### config.mk
export PLATFORM = sky130hd
export DESIGN_NAME = pseq_top
export DESIGN_NICKNAME = d
export VERILOG_FILES = /design/src/rtl/pseq_pkg.sv /design/src/rtl/pseq_counter.sv /design/src/rtl/pseq_skip.sv /design/src/rtl/pseq_match.sv /design/src/rtl/pseq_top.sv
export SDC_FILE = /design/constraint.sdc
export NUM_CORES = 1
export LEC_CHECK = 0
export BUFFER_PORTS_ARGS = -buffer_cell sky130_fd_sc_hd__buf_2
export CAP_MARGIN = 20
export CORE_UTILIZATION = 43
export DETAILED_ROUTE_END_ITERATION = 8
export GPL_ROUTABILITY_DRIVEN = 0
export PLACE_DENSITY = 0.76
export SYNTH_ARGS = -nofsm -noshare
export SYNTH_HDL_FRONTEND = slang
export SYNTH_SLANG_ARGS = --single-unit
### constraint.sdc
create_clock -name clk_i -period 2.3 [get_ports clk_i]
set_input_delay 0.23 -clock clk_i [delete_from_list [all_inputs] [get_ports clk_i]]
set_output_delay 0.23 -clock clk_i [all_outputs]
set_load 0.01 [all_outputs]
### src/rtl/pseq_pkg.sv
package pseq_pkg;
  localparam int unsigned ADDR_W_DEF = 5;
  localparam int unsigned WORD_W_DEF = 5;
  localparam int unsigned MATCH_WORD_DEF = 28;
endpackage

### src/rtl/pseq_counter.sv
module pseq_counter #(
  parameter int unsigned ADDR_W = 5
) (
  input  logic              clk_i,
  input  logic              rst_ni,
  input  logic              adv_i,
  input  logic              load_i,
  output logic [ADDR_W-1:0] cnt_o,
  output logic [ADDR_W-1:0] nxt_o
);
  localparam logic [ADDR_W-1:0] ONE = ADDR_W'(1);
  localparam logic [ADDR_W-1:0] TWO = ADDR_W'(2);

  logic [ADDR_W-1:0] cnt_q;
  logic [ADDR_W-1:0] cnt_d;

  always_comb begin
    cnt_d = cnt_q;
    if (load_i)     cnt_d = cnt_q + TWO;  // skip the next value
    else if (adv_i) cnt_d = cnt_q + ONE;
  end

  always_ff @(posedge clk_i or negedge rst_ni) begin
    if (!rst_ni) cnt_q <= '0;
    else         cnt_q <= cnt_d;
  end

  assign cnt_o = cnt_q;
  assign nxt_o = cnt_q + ONE;
endmodule

### src/rtl/pseq_skip.sv
module pseq_skip #(
  parameter int unsigned ADDR_W = 5
) (
  input  logic              clk_i,
  input  logic              rst_ni,
  input  logic              eos_i,
  input  logic [ADDR_W-1:0] nxt_i,
  input  logic [ADDR_W-1:0] limit_i,
  output logic              load_o
);
  logic eos_q;
  logic arm_q;
  logic over;
  logic eos_fall;

  assign over     = nxt_i > limit_i;
  assign eos_fall = eos_q & ~eos_i;

  always_ff @(posedge clk_i or negedge rst_ni) begin
    if (!rst_ni) begin
      eos_q <= 1'b0;
      arm_q <= 1'b0;
    end else begin
      eos_q <= eos_i;
      arm_q <= eos_fall & over;
    end
  end

  assign load_o = arm_q;
endmodule

### src/rtl/pseq_match.sv
module pseq_match #(
  parameter int unsigned ADDR_W     = 5,
  parameter int unsigned WORD_W     = 5,
  parameter int unsigned MATCH_WORD = 28
) (
  input  logic              clk_i,
  input  logic              rst_ni,
  input  logic [ADDR_W-1:0] cnt_i,
  input  logic [ADDR_W-1:0] mfc_i,
  input  logic [WORD_W-1:0] word_i,
  output logic              match_o
);
  localparam logic [WORD_W-1:0] WORD_SEL = WORD_W'(MATCH_WORD);

  logic low_eq;
  logic msb_diff;
  logic hit;
  logic match_q;

  // low bits by equality, MSB by xor
  assign low_eq   = (cnt_i[ADDR_W-2:0] == mfc_i[ADDR_W-2:0]);
  assign msb_diff = cnt_i[ADDR_W-1] ^ mfc_i[ADDR_W-1];
  assign hit      = low_eq & ~msb_diff & (word_i == WORD_SEL);

  always_ff @(posedge clk_i or negedge rst_ni) begin
    if (!rst_ni) match_q <= 1'b0;
    else         match_q <= hit;
  end

  assign match_o = match_q;
endmodule

### src/rtl/pseq_top.sv
module pseq_top #(
  parameter int unsigned ADDR_W     = pseq_pkg::ADDR_W_DEF,
  parameter int unsigned WORD_W     = pseq_pkg::WORD_W_DEF,
  parameter int unsigned MATCH_WORD = pseq_pkg::MATCH_WORD_DEF
) (
  input  logic              clk_i,
  input  logic              rst_ni,
  input  logic              scan_adv_i,
  input  logic              eos_i,
  input  logic [ADDR_W-1:0] ports_used_i,
  input  logic [ADDR_W-1:0] mfc_i,
  input  logic [WORD_W-1:0] word_i,
  output logic [ADDR_W-1:0] port_o,
  output logic [ADDR_W-1:0] port_rev_o,
  output logic              match_o
);
  logic [ADDR_W-1:0] cnt;
  logic [ADDR_W-1:0] nxt;
  logic              load;

  pseq_counter #(.ADDR_W(ADDR_W)) u_cnt (
    .clk_i  (clk_i),
    .rst_ni (rst_ni),
    .adv_i  (scan_adv_i),
    .load_i (load),
    .cnt_o  (cnt),
    .nxt_o  (nxt)
  );

  pseq_skip #(.ADDR_W(ADDR_W)) u_skip (
    .clk_i   (clk_i),
    .rst_ni  (rst_ni),
    .eos_i   (eos_i),
    .nxt_i   (nxt),
    .limit_i (ports_used_i),
    .load_o  (load)
  );

  pseq_match #(
    .ADDR_W     (ADDR_W),
    .WORD_W     (WORD_W),
    .MATCH_WORD (MATCH_WORD)
  ) u_match (
    .clk_i   (clk_i),
    .rst_ni  (rst_ni),
    .cnt_i   (cnt),
    .mfc_i   (mfc_i),
    .word_i  (word_i),
    .match_o (match_o)
  );

  for (genvar i = 0; i < ADDR_W; i++) begin : g_rev
    assign port_rev_o[i] = cnt[ADDR_W-1-i];
  end

  assign port_o = cnt;
endmodule

==> impl_table.tex <==
\begin{tabular}{lr}
\hline
Metric & Value \\
\hline
\multicolumn{2}{l}{\textbf{Status}} \\
\quad Result of the run & finished, final reports clean \\
\multicolumn{2}{l}{\textbf{Drt}} \\
\quad Antenna viol nets, final & 0 \\
\quad Via count & 498 \\
\quad \# DRC & 0 \\
\quad Final wirelength & 1.17 mm \\
\quad Vias per Instance & 4.70 \\
\quad Number of DRC violations after detailed-routing iteration 0 & 8 \\
\quad Drt first pass iters & 2 \\
\quad Average wire per cell in the routed design & 11.0 um \\
\multicolumn{2}{l}{\textbf{Clock network}} \\
\quad Clock-pin transition on the worst setup and hold timing paths & 0.06 ns \\
\quad Clock Tree Buf Depth & 2 \\
\quad Post-CTS setup buffer count & 0 \\
\quad CTS sink cnt & 8 \\
\quad CTS tree & built \\
\quad Clk Latency, worst-skew pair & 0.26 ns \\
\quad Clock root cell & clkbuf\_4 \\
\quad Total number of H-tree levels & 1 \\
\quad Number of gates given a new drive strength after cts & 0 \\
\quad Clock buffer count from CTS & 3 \\
\quad Cts hold-fix bufs & 1 \\
\multicolumn{2}{l}{\textbf{Critical path}} \\
\quad Critical R2R Launch & u\_cnt.cnt\_o[1] \\
\quad Endpoint of the worst register-to-register path & u\_skip.load\_o \\
\quad Max incr delay on CP & 0.45 ns \\
\quad Critical path class & reg -> reg \\
\quad Crit-path most repeated cell & ha\_1 \\
\quad Worst setup path start & u\_cnt.cnt\_o[1] \\
\quad Crit Path Max Fanout & 7 \\
\quad Setup slack of the most critical reg-to-reg path & 0.28 ns \\
\quad Worst EP required & 2.48 ns \\
\quad Nature of the critical path startpoint & flop \\
\quad Category of the worst setup path capture point & flop \\
\quad Cell depth of the worst flop-to-flop path & 7 \\
\quad Data arrival time of the critical path & 2.20 ns \\
\quad Cell breakdown of the critical path & ha\_1, nand3\_1, xnor2\_1, ha\_1, and3\_4, a311o\_1, a31oi\_1 \\
\quad Critical-path cell with the highest stage delay & dfrtp\_1 \\
\quad Capture point of the worst path & u\_skip.load\_o \\
\multicolumn{2}{l}{\textbf{STA}} \\
\quad Final setup skew & 0.00282 ns \\
\quad Summed negative setup slack over all endpoints & 0 ns \\
\quad Worst slew pin tran & 0.303 ns \\
\quad Count of final hold-check violations & 0 \\
\quad Min Clock Period, post-route & 2.02 ns \\
\quad Max Fclk & 494 MHz \\
\quad Final Max Slew Viols & 0 \\
\quad Final setup violation count & 0 \\
\quad Unrepaired setup endpoints after global routing & no \\
\quad Share of the clock period used by the worst path & 87.9\% \\
\quad Worst relative slew slack & 79.8\% \\
\multicolumn{2}{l}{\textbf{Power}} \\
\quad Internal power component & 0.552 mW \\
\quad Net switching power & 0.417 mW \\
\quad Power density over the cells & 1270 mW/mm\^{}2 \\
\quad Share of power burned in registers & 29.5\% \\
\quad Sw Ratio & 43.0\% \\
\quad Worst supply voltage drop on vdd & 704 uV \\
\quad Combinational share of power & 59.0\% \\
\quad Clock Power Share & 11.5\% \\
\quad P\_leak & 0.399 nW \\
\quad Sum of internal, switching and leakage power & 0.969 mW \\
\multicolumn{2}{l}{\textbf{Synth}} \\
\quad Number of flops mapped to enable cells by yosys & 0 \\
\quad Number of unique standard cell types used by synthesis & 23 \\
\quad Most area-hungry cell type in the Yosys netlist & dfrtp\_1 \\
\quad Fraction of post-synthesis cell area in the top cell type by area & 33.1\% \\
\quad Fraction of registers with async set or reset after synthesis & 100\% \\
\quad Number of warnings reported in the yosys synthesis log & 0 \\
\quad Most instantiated flip-flop cell in the synthesis netlist & dfrtp\_1 \\
\quad Syn\_nets & 90 \\
\quad Flip-flop and latch count after synthesis & 8 \\
\quad Netlist area before placement & 604 sq um \\
\quad Post-synthesis cell count & 64 \\
\quad Syn\_area\_per\_cell & 9.44 sq um \\
\quad Top area cells in the synthesized netlist & dfrtp\_1, ha\_1, xnor2\_1 \\
\quad Part of the Yosys area used for sequential elements & 33.1\% \\
\multicolumn{2}{l}{\textbf{Floorplanning}} \\
\quad Std cell rows & 13 \\
\quad I/O pin cnt & 30 \\
\quad Die W & 39.5 um \\
\quad Area of the core & 0.00130 sq mm \\
\quad Vertical extent of the die & 39.5 um \\
\quad Initial Utilization & 46.4\% \\
\quad Die ar. & 0.00156 sq mm \\
\multicolumn{2}{l}{\textbf{GRT}} \\
\quad Global-route wire length before repair & 1.98 mm \\
\quad Most congested layer reported by global routing & met2 \\
\quad Largest net degree at the start of global routing & 9 \\
\quad Antenna violations before repair & 0 \\
\quad Global route total overflow & 0 \\
\quad Met3 GRT Util & 10.2\% \\
\quad Met2 Resource Use GR & 31.1\% \\
\quad Total Routing Usage GR & 20.5\% \\
\quad Via count of the first global-routing pass & 475 \\
\quad GRT met1 Usage & 23.3\% \\
\multicolumn{2}{l}{\textbf{Finish}} \\
\quad Antenna cell count & 0 \\
\quad Total area of multi-input combinational cells & 340 sq um \\
\quad Layout area overhead & 26.3\% \\
\quad \# nets final & 119 \\
\quad Fraction of final layout cells with drive strength greater than 1 & 38.5\% \\
\quad Utilization after layout & 58.7\% \\
\quad Filler Cells Inserted & 133 \\
\quad Area taken by flip-flops and latches & 200 sq um \\
\quad Non-filler cells in the finished layout & 106 \\
\quad Final instance area & 763 sq um \\
\multicolumn{2}{l}{\textbf{Placement}} \\
\quad Number of cells in the design after placement & 102 \\
\quad DPL Wire Length & 913 um \\
\quad Count of port buffers added during placement & 29 \\
\quad Total cell area at the placement stage & 731 sq um \\
\multicolumn{2}{l}{\textbf{Run}} \\
\quad Max-cap violations & 0 \\
\multicolumn{2}{l}{\textbf{Hold path}} \\
\quad Path class of the lowest-slack min-delay path & in -> reg \\
\hline
\end{tabular}
==> cells by family (layout without fill, tap and decap cells) <==
group	count (synthesis)	count (layout)	synth area share, %
compound gates	8	8	8.49
xor+xnor	12	12	17.4
fa+ha+maj	7	7	14.5
buf+inv	12	39	10.6
flops	8	8	33.1
mux	1	1	1.86
simple gates	16	16	14.1
==> how the worst min path moves through the flow <==
| stage | startpoint | end | slack (ns) | cells after the start |
|---|---|---|---|---|
| 3_3_place_gp | rst_ni | u_cnt.cnt_o[2] | 0.08 | 1 |
| 5_1_grt | eos_i | u_skip.eos_q | 0.08 | 1 |
| 3_5_place_dp | rst_ni | u_cnt.cnt_o[1] | 0.09 | 1 |
| 6_report | eos_i | u_skip.eos_q | 0.09 | 1 |
| 4_1_cts | eos_i | u_skip.eos_q | 0.08 | 1 |
| 2_1_floorplan | rst_ni | u_cnt.cnt_o[0] | -0.07 | 0 |
==> synthesized netlist by cell type (all sizes together), types with 2 or more instances <==
cell type,n
a21oi,2
buf,5
clkbuf,2
dfrtp,8
ha,7
inv,5
nand2,6
nand3,3
o21ai,2
xnor2,7
xor2,5
==> through the flow <==
stage | hold slack [ns] | setup WS [ns]
detailed placement | 0.0867 | 0.276
global route | 0.0786 | 0.153
global placement | 0.0808 | 0.354
floorplan | -0.0656 | 0.297
CTS | 0.0838 | 0.261
finish | 0.0909 | 0.277
==> critical path: cells and delay by family, from the launching register on <==
kind | cells | cell delay [ns]
AO/OA/AOI/OAI | 2 | 0.47
flip-flops | 1 | 0.45
AND/OR/NAND/NOR | 2 | 0.30
adder cells (fa/ha/maj) | 2 | 0.57
XOR/XNOR | 1 | 0.15
==> layout make-up <==
type                       instances  area share (%)
clock buffer                       3            2.95
timing repair buffer              31            21.3
multi-input combinational         44            44.6
sequential                         8            26.2
tap                               15            2.46
inverter                           5            2.46
==> power by group through the flow <==
stage / Clock, mW / Sequential, mW / Combinational (mW)
after global routing: 0.123 / 0.299 / 0.668
final: 0.112 / 0.286 / 0.571
after detailed placement: 0 / 0.288 / 0.575
after global placement: 0 / 0.287 / 0.562
after floorplan: 0 / 0.286 / 0.445
after CTS: 0.118 / 0.286 / 0.579
==> state kept, by name, indices dropped and copies added (netlist names) <==
signal,flops
u_match.match_o,1
u_skip.load_o,1
u_cnt.cnt_o,5
u_skip.eos_q,1
==> layer usage <==
metal | part of all wire (%) | wire length (um) | up-vias
li1 | - | - | 264
met1 | 45 | 523 | 217
met2 | 47 | 554 | 13
met3 | 5.6 | 66 | 4
met4 | 2.1 | 25 | 0
met5 | 0 | 0 | -
==> cell usage in the layout (no fill, tap or decap), types with 3 or more instances in the layout <==
cell,n
buf_2,29
clkbuf_4,3
dfrtp_1,8
ha_1,7
inv_1,5
nand2_1,6
nand3_1,3
xnor2_1,7
xor2_1,5
Note: power is estimated with default switching activity, not from simulation.
